--- src/rtl/cstate_pkg.sv ---
package cstate_pkg;

  localparam int unsigned CST_W  = 3;
  localparam int unsigned PKG_W  = 2;
  localparam int unsigned LVL_W  = 2;
  localparam int unsigned WAKE_N = 5;

  // Core power states: the numeric order is the depth order
  typedef enum logic [CST_W-1:0] {
    CS_C0  = 3'd0,
    CS_C1  = 3'd1,
    CS_C2  = 3'd2,
    CS_C3  = 3'd3,
    CS_C46 = 3'd4
  } core_cst_e;

  // Package power states handed to the sequencer
  typedef enum logic [PKG_W-1:0] {
    PK_NORMAL  = 2'd0,
    PK_STOPGNT = 2'd1,
    PK_DEEP    = 2'd2,
    PK_DEEPER  = 2'd3
  } pkg_cst_e;

  // Bit position of SMI inside the per-core wake vector
  localparam int unsigned WAKE_SMI = 0;

endpackage

--- src/rtl/cstate_rst_sync.sv ---
module cstate_rst_sync #(
  parameter int unsigned STAGES = 2
) (
  input  logic clk_i,
  input  logic rst_ni,
  output logic rst_no
);

  logic [STAGES-1:0] sync_q;
  logic [STAGES-1:0] sync_d;

  always_comb begin
    sync_d = {sync_q[STAGES-2:0], 1'b1};
  end

  always_ff @(posedge clk_i or negedge rst_ni) begin
    if (!rst_ni) sync_q <= '0;
    else         sync_q <= sync_d;
  end

  assign rst_no = sync_q[STAGES-1];

endmodule

--- src/rtl/cstate_core_fsm.sv ---
module cstate_core_fsm
  import cstate_pkg::*;
(
  input  logic              clk_i,
  input  logic              rst_ni,
  input  logic              halt_i,
  input  logic              sleep_req_i,
  input  logic [LVL_W-1:0]  sleep_lvl_i,
  input  logic [WAKE_N-1:0] wake_i,
  input  logic              smi_exit_i,
  input  logic              ret_halt_i,
  output core_cst_e         state_o
);

  core_cst_e state_q, state_d;
  logic      in_smm_q, in_smm_d;
  logic      tgt_halt_q, tgt_halt_d;
  logic      tgt_en;
  logic      any_wake;
  logic      exit_hit;
  core_cst_e sleep_tgt;
  logic      sleep_ok;

  assign any_wake = |wake_i;
  assign exit_hit = smi_exit_i & in_smm_q;
  assign tgt_en   = wake_i[WAKE_SMI];

  // Requested sleep level decode
  always_comb begin
    sleep_ok  = 1'b1;
    sleep_tgt = CS_C2;
    case (sleep_lvl_i)
      2'd1:    sleep_tgt = CS_C2;
      2'd2:    sleep_tgt = CS_C3;
      2'd3:    sleep_tgt = CS_C46;
      default: sleep_ok  = 1'b0;
    endcase
  end

  // Next state: wake > handler exit > halt > sleep request
  always_comb begin
    state_d    = state_q;
    in_smm_d   = in_smm_q;
    tgt_halt_d = tgt_halt_q;
    if (any_wake) begin
      state_d = CS_C0;
      if (wake_i[WAKE_SMI]) begin
        in_smm_d   = 1'b1;
        tgt_halt_d = ret_halt_i & (state_q == CS_C1);
      end
    end else if (exit_hit) begin
      state_d  = tgt_halt_q ? CS_C1 : CS_C0;
      in_smm_d = 1'b0;
    end else if (state_q == CS_C0) begin
      if (halt_i)                     state_d = CS_C1;
      else if (sleep_req_i && sleep_ok) state_d = sleep_tgt;
    end
  end

  always_ff @(posedge clk_i or negedge rst_ni) begin
    if (!rst_ni) begin
      state_q  <= CS_C0;
      in_smm_q <= 1'b0;
    end else begin
      state_q  <= state_d;
      in_smm_q <= in_smm_d;
    end
  end

  always_ff @(posedge clk_i or negedge rst_ni) begin
    if (!rst_ni)     tgt_halt_q <= 1'b0;
    else if (tgt_en) tgt_halt_q <= tgt_halt_d;
  end

  assign state_o = state_q;

  // any wake brings a sleeping or halted core back to C0
  a_r4_wake_exits: assert property (@(posedge clk_i) disable iff (!rst_ni)
    (state_q != CS_C0 && any_wake) |=> state_q == CS_C0);

  // halt from C0 with nothing of higher priority enters C1
  a_r2_halt_enters_c1: assert property (@(posedge clk_i) disable iff (!rst_ni)
    (state_q == CS_C0 && halt_i && !any_wake && !exit_hit) |=> state_q == CS_C1);

  // a non-running core ignores halt and sleep requests
  a_r11_busy_core_holds: assert property (@(posedge clk_i) disable iff (!rst_ni)
    (state_q != CS_C0 && !any_wake && !exit_hit) |=> $stable(state_q));

  // an exit with no outstanding SMI changes nothing
  a_r10_stray_exit: assert property (@(posedge clk_i) disable iff (!rst_ni)
    (!in_smm_q && smi_exit_i && !any_wake && !halt_i && !sleep_req_i)
      |=> $stable(state_q));

endmodule

--- src/rtl/cstate_pkg_resolve.sv ---
module cstate_pkg_resolve
  import cstate_pkg::*;
#(
  parameter int unsigned NCORES = 2
) (
  input  logic [NCORES*CST_W-1:0] states_i,
  output logic [PKG_W-1:0]        pkg_o
);

  logic [CST_W-1:0] shallow;

  // Shallowest core state across all cores
  always_comb begin
    shallow = CS_C46;
    for (int i = 0; i < NCORES; i++) begin
      if (states_i[i*CST_W +: CST_W] < shallow) shallow = states_i[i*CST_W +: CST_W];
    end
  end

  always_comb begin
    case (shallow)
      CS_C0, CS_C1: pkg_o = PK_NORMAL;
      CS_C2:        pkg_o = PK_STOPGNT;
      CS_C3:        pkg_o = PK_DEEP;
      default:      pkg_o = PK_DEEPER;
    endcase
  end

endmodule

--- src/rtl/cstate_coord.sv ---
module cstate_coord
  import cstate_pkg::*;
#(
  parameter int unsigned NCORES = 2
) (
  input  logic                    clk_i,
  input  logic                    rst_ni,
  input  logic [NCORES-1:0]       halt_i,
  input  logic [NCORES-1:0]       sleep_req_i,
  input  logic [NCORES*2-1:0]     sleep_lvl_i,
  input  logic [NCORES-1:0]       smi_i,
  input  logic [NCORES-1:0]       init_i,
  input  logic [NCORES-1:0]       nmi_i,
  input  logic [NCORES-1:0]       intr_i,
  input  logic [NCORES-1:0]       msgint_i,
  input  logic [NCORES-1:0]       smi_exit_i,
  input  logic [NCORES-1:0]       smi_ret_halt_i,
  output logic [NCORES*3-1:0]     core_state_o,
  output logic [1:0]              pkg_state_o
);

  localparam int unsigned ST_BUS_W = NCORES * CST_W;

  logic                rst_sync_n;
  logic [ST_BUS_W-1:0] st_bus;
  logic [PKG_W-1:0]    pkg_d, pkg_q;
  logic                pkg_en;

  cstate_rst_sync #(.STAGES(2)) u_rst (
    .clk_i  (clk_i),
    .rst_ni (rst_ni),
    .rst_no (rst_sync_n)
  );

  for (genvar g = 0; g < NCORES; g++) begin : g_core
    core_cst_e   st;
    logic [WAKE_N-1:0] wk;

    assign wk = {msgint_i[g], intr_i[g], nmi_i[g], init_i[g], smi_i[g]};

    cstate_core_fsm u_fsm (
      .clk_i       (clk_i),
      .rst_ni      (rst_sync_n),
      .halt_i      (halt_i[g]),
      .sleep_req_i (sleep_req_i[g]),
      .sleep_lvl_i (sleep_lvl_i[g*LVL_W +: LVL_W]),
      .wake_i      (wk),
      .smi_exit_i  (smi_exit_i[g]),
      .ret_halt_i  (smi_ret_halt_i[g]),
      .state_o     (st)
    );

    assign st_bus[g*CST_W +: CST_W] = st;
  end

  cstate_pkg_resolve #(.NCORES(NCORES)) u_resolve (
    .states_i (st_bus),
    .pkg_o    (pkg_d)
  );

  assign pkg_en = (pkg_d != pkg_q);

  always_ff @(posedge clk_i or negedge rst_sync_n) begin
    if (!rst_sync_n)  pkg_q <= PK_NORMAL;
    else if (pkg_en)  pkg_q <= pkg_d;
  end

  assign core_state_o = st_bus;
  assign pkg_state_o  = pkg_q;

  // Observation flags for the package-level assertions
  logic any_active, all_deepest;
  always_comb begin
    any_active  = 1'b0;
    all_deepest = 1'b1;
    for (int i = 0; i < NCORES; i++) begin
      if (st_bus[i*CST_W +: CST_W] <= CS_C1)  any_active  = 1'b1;
      if (st_bus[i*CST_W +: CST_W] != CS_C46) all_deepest = 1'b0;
    end
  end

  // one active core keeps the package Normal
  a_r7_normal_when_active: assert property (@(posedge clk_i) disable iff (!rst_sync_n)
    any_active |=> pkg_state_o == PK_NORMAL);

  // every core in C4/C6 gives Deeper Sleep
  a_r8_deeper_all_deep: assert property (@(posedge clk_i) disable iff (!rst_sync_n)
    all_deepest |=> pkg_state_o == PK_DEEPER);

  // Deeper Sleep never shows while some core was shallower
  a_r8_no_early_deeper: assert property (@(posedge clk_i) disable iff (!rst_sync_n)
    !all_deepest |=> pkg_state_o != PK_DEEPER);

endmodule

--- config.mk ---
export PLATFORM = sky130hd
export DESIGN_NAME = cstate_coord
export DESIGN_NICKNAME = d
export VERILOG_FILES = /design/src/rtl/cstate_pkg.sv /design/src/rtl/cstate_rst_sync.sv /design/src/rtl/cstate_core_fsm.sv /design/src/rtl/cstate_pkg_resolve.sv /design/src/rtl/cstate_coord.sv
export SDC_FILE = /design/constraint.sdc
export NUM_CORES = 1
export LEC_CHECK = 0
export ABC_AREA = 0
export CAP_MARGIN = 20
export CORE_MARGIN = 5
export CORE_UTILIZATION = 35
export DETAILED_ROUTE_END_ITERATION = 16
export PLACE_DENSITY_LB_ADDON = 0.3
export SYNTH_ARGS = -nofsm -noshare
export SYNTH_HDL_FRONTEND = slang
export SYNTH_SLANG_ARGS = --single-unit
export TNS_END_PERCENT = 30
--- constraint.sdc ---
create_clock -name clk_i -period 1.1 [get_ports clk_i]
set_input_delay 0.11 -clock clk_i [delete_from_list [all_inputs] [get_ports clk_i]]
set_output_delay 0.11 -clock clk_i [all_outputs]
set_load 0.05 [all_outputs]
==> results.txt, run 1 <==
- Buffers on Ports: 31
- I/O pin cnt: 32
* Required time of the critical path: 1300 ps
- After detailed routing, the number of remaining DRC violations is 0.
- Summed over all layers, the global routing overflow is 0.
* Filler instances: 147
- After routing the design area is 0.00143 mm^2.
- The number of nets in the synthesized netlist is 100.
- Summed over all cells, the static leakage comes to 0.594 nW.
- Final critical-path share of the clock period: 121%
* Post-detailed-route count of antenna-violating nets: 0
- Die boundary height: 56.4 um
* Post-Route Skew: 13.2 ps
* Largest stage delay on the critical path: 420 ps
- Netlist cell types: 28
- Counting along the longest clock path gives a buffer depth of 2.
- Layout net count: 153
- Global routing used 14.8% of the available tracks across all layers.
* Arrival time at the worst endpoint: 1530 ps
- Final cell utilization of the core: 71.6%
- Worst reg2reg path depth: 6
- Path category of the worst min-delay check: flop to async pin
- The routed layout has 789 vias.
- Highest Clock Rate: 752 MHz
- Summing all flip-flop and latch instances after layout gives 354 um^2.
- In this run the critical register-to-register path is captured at pkg_state_o[0]$_DFFE_PN0P_.
* Number of buffers added by the clock tree synthesis step: 3
- Final-report setup violation count: 11
* Area used by multi-input combinational logic: 453 um^2
- The critical path is of the flop to flop type.
* DR iter-0 viols: 14
- Via count of the first global-routing pass: 870
- The worst setup path is launched from a flop.
- Along the worst path, the maximum fanout reaches 3.
* Number of synthesized register bits: 14
- Summed over all failing endpoints, the final setup total negative slack is -1140 ps.
* Beginning of the worst register-to-register path: g_core[0].u_fsm.state_o[2]$_DFFE_PN0P_
- Dividing the detail-routed wire length by the instance count gives 15.5 um.
- The congestion estimate from routability-driven global placement came to 0.789.
- Power density of the placed cells: 700 mW/mm^2
- Setup slack on the critical path of the routed design comes to -231 ps.
* Root Buffer: sky130_fd_sc_hd__clkbuf_4
- After clock tree synthesis, the clock-pin slew on the worst setup and hold paths is 90 ps.
* Initial cell density of the core: 37.6%
- The worst setup path is captured at a flop.
- P&R area growth vs syn: 90.2%
- Full die area: 0.00318 mm^2
* Pin count of the biggest net entering global routing: 13
* Width of the chip: 56.4 um
- VDD sags by at most 0.817 mV.
- Half-perimeter wire length after detailed placement: 1910 um
* Fin. max-slew vios: 0
- Avg Cell Area, Syn: 10.3 um^2
- The floorplan step defined a core boundary enclosing 0.00200 mm^2.
- Using the TritonRoute via totals, the vias-per-cell ratio works out to 5.19.
- The floorplan has 16 rows.
- TritonCTS built the clock tree.
* CTS H-tree depth: 1
* Clock sink count: 14
- Library cell contributing the largest single delay on the critical path: sky130_fd_sc_hd__dfrtp_2
- The design draws 1.00 mW.
* Unrepaired setup endpoints after global routing: yes
- The first detailed-routing pass took 4 iterations.
* Max-capacitance violation count: 0
- Violations in the final reports: negative setup slack
* Result of the run: complete, but fails checks
- Flop2flop setup slack: -230 ps
- Post-place instance area: 0.00130 mm^2
- Yosys warning total: 0
* Inserted Diodes: 0
- The initial antenna violation count came to 0.
* Fraction of layout cells with a size suffix above 1: 36.8%
* Fin. Hold Viols: 0
- Wire length of the first global-routing pass: 3750 um
- Portion of the post-synthesis area used by sequential elements: 46.5%
- Netlist Area Pre-Place: 753 um^2
* Critical path cell sequence: inv_2 > nand2_2 > ha_4 > nand2_4 > o21ai_4 > mux2i_1
- Final min period: 1330 ps
- The routed design has 2350 um of wire.
* Gate Count Post-Synth: 73
- For the worst-skew pair, the clock arrives at the later sink with an insertion delay of 280 ps.
[cell usage after synthesis]
library cell / number / share of area, %
sky130_fd_sc_hd__and3b_1: 2 / 2.3
sky130_fd_sc_hd__a31oi_1: 5 / 4.2
sky130_fd_sc_hd__a21o_1: 1 / 1.0
sky130_fd_sc_hd__mux2_2: 1 / 1.5
sky130_fd_sc_hd__nand2_1: 7 / 3.5
sky130_fd_sc_hd__a221oi_1: 1 / 1.2
sky130_fd_sc_hd__nor3b_2: 1 / 1.7
sky130_fd_sc_hd__nand4_1: 1 / 0.83
sky130_fd_sc_hd__or2_0: 1 / 0.83
sky130_fd_sc_hd__o211ai_1: 4 / 4.0
sky130_fd_sc_hd__a41oi_1: 2 / 2.3
sky130_fd_sc_hd__nor3b_1: 3 / 3.0
sky130_fd_sc_hd__mux2i_1: 2 / 2.7
sky130_fd_sc_hd__a221oi_2: 1 / 2.0
sky130_fd_sc_hd__conb_1: 1 / 0.50
sky130_fd_sc_hd__nor2_1: 3 / 1.5
sky130_fd_sc_hd__nor4b_2: 1 / 2.0
sky130_fd_sc_hd__inv_1: 5 / 2.5
sky130_fd_sc_hd__inv_2: 1 / 0.50
sky130_fd_sc_hd__o31a_1: 1 / 1.2
sky130_fd_sc_hd__dfrtp_1: 14 / 47
sky130_fd_sc_hd__ha_1: 3 / 5.0
sky130_fd_sc_hd__and4_1: 1 / 1.2
sky130_fd_sc_hd__o21ai_1: 3 / 2.0
sky130_fd_sc_hd__nand3_1: 2 / 1.3
sky130_fd_sc_hd__nor3_1: 1 / 0.66
sky130_fd_sc_hd__a21oi_1: 4 / 2.7
sky130_fd_sc_hd__nor4_2: 1 / 1.7
[power breakdown]
| group | switching [mW] | internal [mW] |
|---|---|---|
| Combinational | 0.0623 | 0.112 |
| Clock | 0.156 | 0.140 |
| Sequential | 0.0120 | 0.521 |
| Total | 0.230 | 0.773 |
[placed cells by master (no fill, tap or decap), types with 3 or more instances in the layout]
cell                              netlist  layout
sky130_fd_sc_hd__buf_4                  0      10
sky130_fd_sc_hd__a31oi_1                5       5
sky130_fd_sc_hd__buf_6                  0       6
sky130_fd_sc_hd__inv_1                  5       4
sky130_fd_sc_hd__clkbuf_4               0       3
sky130_fd_sc_hd__buf_12                 0       8
sky130_fd_sc_hd__nand2_1                7       5
sky130_fd_sc_hd__dfrtp_2                0       3
sky130_fd_sc_hd__clkdlybuf4s50_1        0      23
sky130_fd_sc_hd__dfrtp_1               14      11
sky130_fd_sc_hd__a21oi_1                4       3
sky130_fd_sc_hd__o211ai_1               4       4
[cell families (layout without fill, tap and decap cells)]
kind of cell | after synthesis | in the layout | synth area share [%]
other cells | 1 | 1 | 0.498
flops | 14 | 14 | 46.5
fa+ha+maj | 3 | 3 | 4.98
compound gates | 22 | 22 | 20.4
mux | 3 | 3 | 4.15
simple gates | 24 | 24 | 20.4
buf+inv | 6 | 58 | 2.99
[worst max-delay path: cells and delay by family, from the launching register on]
| family | cells | cell delay [ps] |
|---|---|---|
| and+or+nand+nor | 2 | 110 |
| adders and majority gates | 1 | 270 |
| muxes | 1 | 210 |
| DFF | 1 | 420 |
| buffers and inverters | 1 | 80 |
| AOI/OAI and AO/OA | 1 | 170 |
[metal layers]
metal	share of wire, %	wire length (um)	up-vias	global-route usage [%]
met5	0	0	-	0
met4	0.98	23	0	5.76
met3	3.1	74	4	4.36
met2	56	1330	13	27.0
met1	39	927	389	15.9
li1	-	-	383	-
[sequential cells by signal (all words and copies together), names as in the netlist]
signal and cells:
g_core.u_fsm.state_o 6, g_core.u_fsm.in_smm_q 2, g_core.u_fsm.tgt_halt_q 2, pkg_state_o 2
u_rst.sync_q 2
[how the worst max path moves through the flow]
stage	from	end	slack, ps	cells after the start
after floorplan	g_core[0].u_fsm.state_o[2]$_DFFE_PN0P_	pkg_state_o[1]$_DFFE_PN0P_	-340	6
after global placement	intr_i[1]	g_core[1].u_fsm.in_smm_q$_DFFE_PN0P_	-190	4
after detailed placement	sleep_req_i[0]	g_core[0].u_fsm.state_o[2]$_DFFE_PN0P_	-280	4
after CTS	g_core[0].u_fsm.state_o[2]$_DFFE_PN0P_	pkg_state_o[0]$_DFFE_PN0P_	-230	6
after global routing	g_core[0].u_fsm.state_o[2]$_DFFE_PN0P_	pkg_state_o[0]$_DFFE_PN0P_	-280	6
final	g_core[0].u_fsm.state_o[2]$_DFFE_PN0P_	pkg_state_o[0]$_DFFE_PN0P_	-230	6
[what timing repair did]
item,in CTS,in global routing
setup endpoints to repair,14,15
setup buffers,1,0
pin swaps,1,6
hold buffers,1,0
gates resized for setup,9,9
hold endpoints to repair,2,0
[cell type report]
cell class	instances	share of cell area, %
Clock buffer	4	1.83
Inverter	6	1.57
Multi-Input combinational cell	53	31.6
Sequential cell	14	24.7
Tap cell	27	2.36
Timing Repair Buffer	48	37.9
[through the flow]
step	hold WS [ps]	instances	setup WS, ps
2_1_floorplan	-186	73	-342
3_3_place_gp	202	146	-195
3_5_place_dp	216	146	-282
4_1_cts	202	152	-234
5_1_grt	239	152	-277
6_report	181	152	-231
No activity file was read; power rests on OpenSTA's default activity.
==> run 2, diff against run 1 <==
Settings changed: SKIP_LAST_GASP from default to 1.
==> results.txt, run 2 (synthesized netlist as in run 1, its figures left out) <==
- The flow ran to the end, but the final reports show violations.
* Violations in the final reports: negative setup slack
- The final sum of negative setup slack came to -1230 ps (-93.1 ps).
* Post-detailed-route count of antenna-violating nets: 0 (unchanged)
* Buffers on Ports: 31 (unchanged)
- Post-place instance area: 0.00130 mm^2 (unchanged)
- The final design instance area without fill is 0.00142 mm^2 (-0.79%).
- Most common cell after layout, fill and taps aside: sky130_fd_sc_hd__clkdlybuf4s50_1
* Cell total after placement: 146 (unchanged)
- The number of standard cells in the layout, taps in and fillers out came to 152 (unchanged).
- Global-route usage over all layers: 14.8% (-0.048 points)
- Startpoint kind of the worst setup timing path: flop
- The number of setup violations in the final report is 13 (+2).
- The wire length of the first global-routing pass was 3740 um (-0.37%).
- The largest fanout on the critical path is 3 (unchanged).
* Clock latency of the later-clocked register in the worst-skew pair: 280 ps (about the same)
* Via-to-Cell Ratio: 5.38 (+3.5%)
- The initial antenna violation count is 0 (unchanged).
* Root Buffer: sky130_fd_sc_hd__clkbuf_4
- PnR Total Power: 1.00 mW (-0.21%)
* Half-perimeter wire length after detailed placement: 1910 um (unchanged)
- CTS H-tree depth: 1 (unchanged)
* DR iter-0 viols: 15 (+1)
* Max-capacitance violation count: 0 (unchanged)
* Fin. Hold Viols: 0 (unchanged)
- Final min period: 1330 ps (-5.52 ps)
* Row Count: 16 (unchanged)
- The top cell types in the final layout, fill and taps aside, are 23 x sky130_fd_sc_hd__clkdlybuf4s50_1, 12 x sky130_fd_sc_hd__buf_4, 11 x sky130_fd_sc_hd__dfrtp_1, 8 x sky130_fd_sc_hd__buf_12.
* Final critical-path share of the clock period: 120% (-0.50 points)
- The number of inserted filler cells in the final layout is 146 (-0.68%).
- The die width was 56.4 um (unchanged).
- Routed length per instance: 15.8 um (+1.9%)
- Number of design rule violations left after detail routing: 0 (unchanged)
* Largest register FFs: 6 (unchanged)
- The end-of-flow core utilization was 71.0% (-0.56 points).
* First-pass detailed-route iteration total: 4 (unchanged)
- Inserted Diodes: 0 (unchanged)
* Dpl ws: -282 ps (unchanged)
- The final layout net count was 153 (unchanged).
- TritonCTS built the clock tree.
- The leakage component of the power was 0.593 nW (-0.20%).
- Number of buffers between clock root and the deepest sink: 2 (unchanged)
- The routed via count came to 817 (+3.5%).
- The effective utilization at floorplan was 37.6% (unchanged).
* Die boundary height: 56.4 um (unchanged)
- Maximum VDD drop: 0.818 mV (+0.12%)
* Arrival time at the worst endpoint: 1530 ps (about the same)
- Highest Clock Rate: 755 MHz (+0.42%)
* Final RePlAce weighted congestion: 0.789 (unchanged)
- The clock edge transition at the registers on the reported setup and hold paths is 90 ps (about the same).
- Core footprint: 0.00200 mm^2 (unchanged)
* Largest stage delay on the critical path: 420 ps (about the same)
- Unrepaired setup endpoints after global routing: yes
* P&R area growth vs syn: 88.7%
- On the critical path, the stage with the largest delay is an instance of sky130_fd_sc_hd__dfrtp_2.
- Full die area: 0.00318 mm^2 (unchanged)
- The post-route worst hold slack is 181 ps (+0.351 ps).
- Worst-case setup margin in the final layout: -225 ps (+5.52 ps)
- The CTS buffer count came to 3 (unchanged).
- Post-Route Skew: 13.7 ps (+0.573 ps)
- The required time reported for the critical path endpoint is 1300 ps (about the same).
- The clock sink count was 14 (unchanged).
* Power density of the placed cells: 704 mW/mm^2 (+0.58%)
* I/O pin cnt: 32 (unchanged)
- Drt total wl: 2400 um (+1.9%)
* Via count of the first global-routing pass: 833 (-4.3%)
- Global-route congestion overflow total: 0 (unchanged)
- CP Class: flop to flop
- Critical path cell sequence: inv_2 > nand2_2 > ha_4 > nand2_4 > o21ai_4 > mux2i_1
- Fin. max-slew vios: 0 (unchanged)
- Fraction of layout cells with a size suffix above 1: 36.8% (unchanged)
- Setup crit end kind: flop
* Path category of the worst min-delay check: flop to async pin
- Pin count of the biggest net entering global routing: 13 (unchanged)
run 2: changes by cell type in the layout (fill, tap and decap cells not counted):
cell                      delta
sky130_fd_sc_hd__nor4_2      +1
sky130_fd_sc_hd__nor3b_2     +1
sky130_fd_sc_hd__buf_4       +2
sky130_fd_sc_hd__nor4_4      -1
sky130_fd_sc_hd__inv_1       +1
sky130_fd_sc_hd__inv_2       -1
sky130_fd_sc_hd__nor3b_1     -1
sky130_fd_sc_hd__buf_6       -2
run 2: final timing paths:
kind,end,start,slack [ps],cells after the start
max,pkg_state_o[0]$_DFFE_PN0P_,g_core[0].u_fsm.state_o[2]$_DFFE_PN0P_,-230,6
min,g_core[0].u_fsm.state_o[0]$_DFFE_PN0P_,u_rst.sync_q[1]$_DFF_PN0_,180,0
max reg2reg,pkg_state_o[0]$_DFFE_PN0P_,g_core[0].u_fsm.state_o[2]$_DFFE_PN0P_,-230,6
min reg2reg,g_core[0].u_fsm.state_o[0]$_DFFE_PN0P_,u_rst.sync_q[1]$_DFF_PN0_,180,0
max in group asynchronous,u_rst.sync_q[0]$_DFF_PN0_,rst_ni,440,2
min in group clk_i,u_rst.sync_q[1]$_DFF_PN0_,u_rst.sync_q[0]$_DFF_PN0_,360,0
run 2: final cells by class:
cell class	instances	area [um^2]	area share, %
tap	27	33.8	2.38
inverter	6	22.5	1.58
clock buffer	4	26.3	1.85
sequential	14	354	24.9
multi-input combinational	53	449	31.6
timing repair buffer	48	536	37.7
run 2: repair_timing:
action	CTS	global route
hold endpoints to repair	2	0
resized for setup	3	12
pin swaps	1	6
setup buffers	1	0
endpoints found under the setup margin	14	16
hold buffers	1	0
run 2: report_power, final:
part	switching, mW	leakage (nW)	internal (mW)	total, mW
registers	0.0120	0.176	0.521	0.533
clock network	0.156	0.0150	0.140	0.297
logic	0.0610	0.403	0.111	0.172
run 2: critical path, delay by kind of cell (launching register included):
family          cells  cell delay (ps)
buf+inv             1               80
compound gates      1              160
simple gates        2              110
fa+ha+maj           1              270
flops               1              420
mux                 1              210
run 2: layer usage:
layer / wire length [um] / GRT usage [%]
met1: 890 / 16.2
met2: 1360 / 27.9
met5: 0 / 0
met4: 28 / 3.73
met3: 114 / 3.90
